**src/rtl/awd_pkg.sv**
```systemverilog
package awd_pkg;
   localparam int unsigned CFG_IDX_W = 3;
   localparam int unsigned CFG_DW    = 32;
   localparam int unsigned TYPE_W    = 4;

   localparam logic [CFG_IDX_W-1:0] IDX_CMD = 3'd0;
   localparam logic [CFG_IDX_W-1:0] IDX_IO  = 3'd1;
   localparam logic [CFG_IDX_W-1:0] IDX_MEM = 3'd2;

   localparam logic [TYPE_W-1:0] TYPE_IO  = 4'b0001;
   localparam logic [TYPE_W-1:0] TYPE_MEM = 4'b0000;

   localparam int unsigned EN_IO_BIT  = 0;
   localparam int unsigned EN_MEM_BIT = 1;

   typedef struct packed {
      logic                 wr;
      logic [CFG_IDX_W-1:0] idx;
      logic [CFG_DW-1:0]    wdata;
   } cfg_req_t;
endpackage

```
**src/rtl/awd_cmd_reg.sv**
```systemverilog
module awd_cmd_reg
   import awd_pkg::*;
#(
   parameter int unsigned DW = 32
) (
   input  logic          clk,
   input  logic          rst_n,
   input  logic          wr_en,
   input  logic [DW-1:0] wdata,
   output logic [DW-1:0] rd_value,
   output logic          en_io,
   output logic          en_mem
);
   localparam int unsigned EN_W = 2;

   if (DW < EN_W) begin : g_bad_width
      $error("awd_cmd_reg: DW too small");
   end

   logic [EN_W-1:0] en_q;

   always_ff @(posedge clk or negedge rst_n) begin
      if (!rst_n) begin
         en_q <= '0;
      end else if (wr_en) begin
         en_q <= wdata[EN_W-1:0];
      end
   end

   assign rd_value = {{(DW-EN_W){1'b0}}, en_q};
   assign en_io    = en_q[EN_IO_BIT];
   assign en_mem   = en_q[EN_MEM_BIT];
endmodule

```
**src/rtl/awd_base_reg.sv**
```systemverilog
module awd_base_reg
   import awd_pkg::*;
#(
   parameter int unsigned ADDR_W    = 32,
   parameter int unsigned SIZE_LOG2 = 8,
   parameter bit          IS_IO     = 1'b1
) (
   input  logic              clk,
   input  logic              rst_n,
   input  logic              wr_en,
   input  logic [ADDR_W-1:0] wdata,
   output logic [ADDR_W-1:0] rd_value,
   input  logic [ADDR_W-1:0] bus_addr,
   input  logic              space_ok,
   output logic              hit
);
   localparam int unsigned FIELD_W = ADDR_W - SIZE_LOG2;
   localparam int unsigned GAP_W   = SIZE_LOG2 - TYPE_W;

   if (SIZE_LOG2 < TYPE_W || SIZE_LOG2 >= ADDR_W) begin : g_bad_size
      $error("awd_base_reg: SIZE_LOG2 out of range");
   end

   logic [FIELD_W-1:0] field_q;
   logic [TYPE_W-1:0]  type_bits;
   logic               field_set;

   if (IS_IO) begin : g_io_type
      assign type_bits = TYPE_IO;
   end else begin : g_mem_type
      assign type_bits = TYPE_MEM;
   end

   always_ff @(posedge clk or negedge rst_n) begin
      if (!rst_n) begin
         field_q <= '0;
      end else if (wr_en) begin
         field_q <= wdata[ADDR_W-1:SIZE_LOG2];
      end
   end

   if (GAP_W > 0) begin : g_gap
      assign rd_value = {field_q, {GAP_W{1'b0}}, type_bits};
   end else begin : g_no_gap
      assign rd_value = {field_q, type_bits};
   end

   assign field_set = |field_q;
   assign hit = space_ok && field_set && (bus_addr[ADDR_W-1:SIZE_LOG2] == field_q);
endmodule

```
**src/rtl/awd_top.sv**
```systemverilog
module awd_top
   import awd_pkg::*;
#(
   parameter int unsigned ADDR_W        = 32,
   parameter int unsigned IO_SIZE_LOG2  = 8,
   parameter int unsigned MEM_SIZE_LOG2 = 12
) (
   input  logic                 clk,
   input  logic                 rst_n,
   input  logic                 cfg_wr,
   input  logic                 cfg_rd,
   input  logic [CFG_IDX_W-1:0] cfg_idx,
   input  logic [ADDR_W-1:0]    cfg_wdata,
   output logic [ADDR_W-1:0]    cfg_rdata,
   input  logic [ADDR_W-1:0]    bus_addr,
   input  logic                 bus_is_io,
   output logic                 hit_io,
   output logic                 hit_mem
);
   if (ADDR_W != CFG_DW) begin : g_bad_aw
      $error("awd_top: ADDR_W must equal the configuration data width");
   end

   cfg_req_t          req;
   logic [ADDR_W-1:0] cmd_rd, io_rd, mem_rd;
   logic              en_io, en_mem;
   logic              wr_cmd, wr_io, wr_mem;

   assign req = '{wr: cfg_wr, idx: cfg_idx, wdata: cfg_wdata};

   assign wr_cmd = req.wr && (req.idx == IDX_CMD);
   assign wr_io  = req.wr && (req.idx == IDX_IO);
   assign wr_mem = req.wr && (req.idx == IDX_MEM);

   awd_cmd_reg #(.DW(ADDR_W)) u_cmd (
      .clk      (clk),
      .rst_n    (rst_n),
      .wr_en    (wr_cmd),
      .wdata    (req.wdata),
      .rd_value (cmd_rd),
      .en_io    (en_io),
      .en_mem   (en_mem)
   );

   awd_base_reg #(.ADDR_W(ADDR_W), .SIZE_LOG2(IO_SIZE_LOG2), .IS_IO(1'b1)) u_io (
      .clk      (clk),
      .rst_n    (rst_n),
      .wr_en    (wr_io),
      .wdata    (req.wdata),
      .rd_value (io_rd),
      .bus_addr (bus_addr),
      .space_ok (bus_is_io && en_io),
      .hit      (hit_io)
   );

   awd_base_reg #(.ADDR_W(ADDR_W), .SIZE_LOG2(MEM_SIZE_LOG2), .IS_IO(1'b0)) u_mem (
      .clk      (clk),
      .rst_n    (rst_n),
      .wr_en    (wr_mem),
      .wdata    (req.wdata),
      .rd_value (mem_rd),
      .bus_addr (bus_addr),
      .space_ok (!bus_is_io && en_mem),
      .hit      (hit_mem)
   );

   always_comb begin
      cfg_rdata = '0;
      if (cfg_rd) begin
         case (cfg_idx)
            IDX_CMD: cfg_rdata = cmd_rd;
            IDX_IO:  cfg_rdata = io_rd;
            IDX_MEM: cfg_rdata = mem_rd;
            default: cfg_rdata = '0;
         endcase
      end
   end
endmodule

```
**config.mk**
```make
export PLATFORM = sky130hd
export DESIGN_NAME = awd_top
export DESIGN_NICKNAME = d
export VERILOG_FILES = /design/src/rtl/awd_pkg.sv /design/src/rtl/awd_cmd_reg.sv /design/src/rtl/awd_base_reg.sv /design/src/rtl/awd_top.sv
export SDC_FILE = /design/constraint.sdc
export NUM_CORES = 1
export LEC_CHECK = 0
export BUFFER_PORTS_ARGS = -buffer_cell sky130_fd_sc_hd__buf_4
export CELL_PAD_IN_SITES_DETAIL_PLACEMENT = 2
export CELL_PAD_IN_SITES_GLOBAL_PLACEMENT = 2
export CORE_MARGIN = 2
export CORE_UTILIZATION = 34
export CTS_CLUSTER_DIAMETER = 50
export DETAILED_ROUTE_END_ITERATION = 10
export HOLD_SLACK_MARGIN = 0.15
export PLACE_DENSITY_LB_ADDON = 0.12
export SYNTH_ARGS = -nofsm -noshare
export SYNTH_HDL_FRONTEND = slang
export SYNTH_HIERARCHICAL = 1
export SYNTH_SLANG_ARGS = --single-unit
```
**constraint.sdc**
```tcl
create_clock -name clk -period 1.24 [get_ports clk]
set_input_delay 0 -clock clk [delete_from_list [all_inputs] [get_ports clk]]
set_output_delay 0 -clock clk [all_outputs]
set_load 0.1 [all_outputs]
```
==> metrics.md <==
| Metric | Value |
|---|---|
| Core area | approximately 12000 sq um |
| Status | finished, violations left |
| Synth cell types | 31 |
| Crit-path cells | buf_4 > nor4_1 > nand2_1 > o2111ai_2 > nor4_4 > buf_6 |
| Io pins | between 100 and 150 |
| ANT cells | 0 |
| Clk_lat worst skew | ~0.29 ns |
| Leakage | about 2.9 nW |
| Final slew viol count | 0 |
| Area Overhead vs Synth | 73.62% |
| # clock sinks | 46 |
| Synth area leader | dfrtp_1 |
| Clock Skew | 0 ns |
| Sequential power share | around 29% |
| # DRC | 0 |
| Worst-margin pin slew | slightly below 0.7 ns |
| CP peak stage delay | between 0.4 and 0.5 ns |
| Vias in the first global route | about 4.3k |
| Via density | roughly 5 |
| Yosys reg bits | 46 |
| Hold depth | 3 |
| I/O Buffers | just over 90 |
| Num rows | 40 |
| Final period util | 171.0% |
| Mean post-synth cell area | roughly 11 sq um |
| Die area | 13270 sq um |
| Sw Pwr | between 3 and 4 mW |
| Synth area leaders | dfrtp_1 27%, a211oi_2 18%, mux2_2 12% |
| Cell internal pwr | around 4.7 mW |
| Setup violations, final | 32 |
| H-tree Lvls | 2 |
| FILL cells | ~1.1k |
| Cell chosen for the clock root | clkbuf_16 |
| Hold slack final | 0.2031 ns |
| Clock share of power | approximately 18% |
| RSZ-0062 raised after global routing | true |
| Power density over cell area | about 1100 nW/um^2 |
| DR vias | roughly 3.8k |
| Grt total ovfl | 0 |
| Clock Tree Buf Depth | 2 |
| Post-layout util | slightly above 60% |
| Fin. Hold Viols | 0 |
| Comb pwr share | roughly 53% |
| First-pass GRT wire length | 27880 microns |
| Setup ws final | -0.8807 ns |
| Worst-case vdd ir drop | 0.0005213 V |
| Clk slew on worst S/H paths | about 0.07 ns |
| Initial Util | a little over a third |
| Worst reg-to-reg path cell count | 3 |
| First drt pass iteration count | 6 |
| Die W | 115.2 microns |
| Maxcap violations | 0 |
| CP startpoint kind | register |
| Final WL | about 22000 microns |
| Slowest CP cell | nor4_1 |
| Top cell type's share of synthesized area | approximately 27% |
| Sw Share | just over 40% |
| Clock period minus worst slack | between 2 and 2.5 ns |
| Multi-input logic area | 3397 sq um |
| Num CTS Buffers | 5 |
| DP Wirelength | between 10000 and 15000 microns |
| WL/cell | ~30 microns |
| Routed Antenna Nets | 0 |
| Chip height | 115.2 microns |
| Largest net degree at the start of global routing | 47 |
| Failing checks | setup timing |
| Critical path class | reg2out |
| Hold Path Class | in2reg |
| Ys Warns | 6 |
| Nets | around 650 |
| Antenna violations before repair | 0 |
| Register Area | approximately 1200 sq um |
| Worst EP required | 1.24 ns |
| Max frequency | 471.5 MHz |
| Post-place setup slack | -0.4744 ns |
| Total Routing Usage GR | ~29% |
| Synth Instances | 387 |
| Routability congestion estimate | just over 0.8 |
| CTS tree | yes |
| Cell Area, Synth | 4203 sq um |
| Crit end category | output pin |
| Sequential share of the synthesized area | 27.39% |
| Critical Path Fanout Max | 3 |
| Share of cells above drive strength 1 | a little under two thirds |
| Max-Slew Margin vs Limit | between 50% and 60% |
| DR iter-0 viols | around 160 |
| CP arrival | around 2.1 ns |
-- final cells by class --
cell class | instances | share of cell area [%]
timing repair buffer | 216 | 32.54
sequential | 46 | 16.00
multi-input combinational | 308 | 46.55
clock buffer | 7 | 1.955
clock inverter | 1 | 0.06859
tap | 168 | 2.881
-- cell usage after synthesis --
cell type and instances:
nor2b_1 30, nor3_1 1, nor4bb_4 1, buf_6 4, nand3b_2 1, nor4bb_1 1
buf_4 58, nor4b_2 1, mux2_2 46, clkbuf_8 1, nor2_1 1, and2_1 1
o2111ai_1 1, nand3_1 3, nor2b_2 3, nor4_2 5, nand2b_1 32, a211oi_1 4
clkbuf_4 3, nand2_2 1, xor2_1 31, clkbuf_1 2, xnor2_1 13, nand2_1 3
buf_2 7, a211oi_2 60, nor4_1 15, nand4_1 4, buf_12 4, conb_1 4
dfrtp_1 46
-- final timing paths --
path,start,to,slack [ns]
min reg2reg,u_cmd/en_q[0],u_cmd/en_q[0],0.67
max in group asynchronous,rst_n,u_io/field_q[5],0.44
max reg2reg,u_io/field_q[21],u_io/field_q[21],0.18
max,u_mem/field_q[4],hit_mem,-0.88
min,cfg_idx[2],u_cmd/en_q[1],0.20
min in group asynchronous,rst_n,u_io/field_q[14],0.31
-- kinds of logic after synthesis --
family	after synthesis	share of synthesized area (%)
other	4	0.3571
XOR/XNOR	44	9.169
AND/OR/NAND/NOR	103	16.76
buffers and inverters	79	15.21
AO/OA/AOI/OAI	65	18.79
flip-flops	46	27.39
multiplexers	46	12.33
-- through the flow --
stage	instance area (sq um)	power (mW)	setup TNS, ns	instances
floorplan	4898	4.148	-8.705	433
global route	7297	8.357	-7.204	746
global placement	5753	5.183	-0.7917	694
detailed placement	5753	5.309	-0.9206	694
finish	7297	8.119	-6.329	746
CTS	6962	7.451	-5.022	730
-- state kept, by name (all words and copies together), names as in the netlist --
signal / cells
u_mem/field_q: 20
u_cmd/en_q: 2
u_io/field_q: 24
-- critical path: cells and delay by family (launching register included) --
family                 cells  cell delay [ns]
AOI/OAI and AO/OA          1             0.29
buffers and inverters      2             0.35
DFF                        1             0.45
and+or+nand+nor            3             0.74
-- power by group through the flow --
| stage | clock [mW] | sequential (mW) | combinational, mW |
|---|---|---|---|
| 2_1_floorplan | 0 | 2.19 | 1.96 |
| 3_3_place_gp | 0 | 2.18 | 3.00 |
| 3_5_place_dp | 0 | 2.22 | 3.09 |
| 4_1_cts | 1.42 | 2.24 | 3.79 |
| 5_1_grt | 1.53 | 2.37 | 4.46 |
| 6_report | 1.45 | 2.35 | 4.32 |
-- routing by layer --
metal  wire length, microns  global-route usage (%)  share of wire (%)  vias to the layer above
li1                       -                       -                  -                     1612
met2                  11850                   52.43                 53                      139
met3                    900                   2.952                4.0                       66
met4                   1039                   8.755                4.6                        0
met1                   8639                   35.66                 39                     1939
met5                      0                       0                  0                        -
-- layout by cell type (no fill, tap or decap), types with 4 or more instances in the layout --
| master | n |
|---|---|
| dlygate4sd3_1 | 27 |
| mux2_2 | 22 |
| nand2b_4 | 22 |
| nand4_1 | 4 |
| xor2_1 | 29 |
| buf_6 | 48 |
| buf_12 | 36 |
| xnor2_1 | 13 |
| mux2_4 | 24 |
| nor4_2 | 10 |
| clkbuf_16 | 7 |
| nand2b_1 | 10 |
| a211oi_4 | 54 |
| conb_1 | 50 |
| nor2b_1 | 29 |
| dfrtp_1 | 33 |
| dfrtp_2 | 13 |
| a211oi_2 | 10 |
| buf_4 | 102 |
| nor4_1 | 8 |
-- timing repair --
item | 4_1_cts | 5_1_grt
pin swaps | 35 | 25
setup endpoints to repair | 28 | 34
hold endpoints to repair | 92 | 0
hold buffers | 27 | 0
gates resized for setup | 162 | 44
setup buffers | 7 | 23
gates cloned | 0 | 2
No activity file was read; power rests on OpenSTA's default activity.
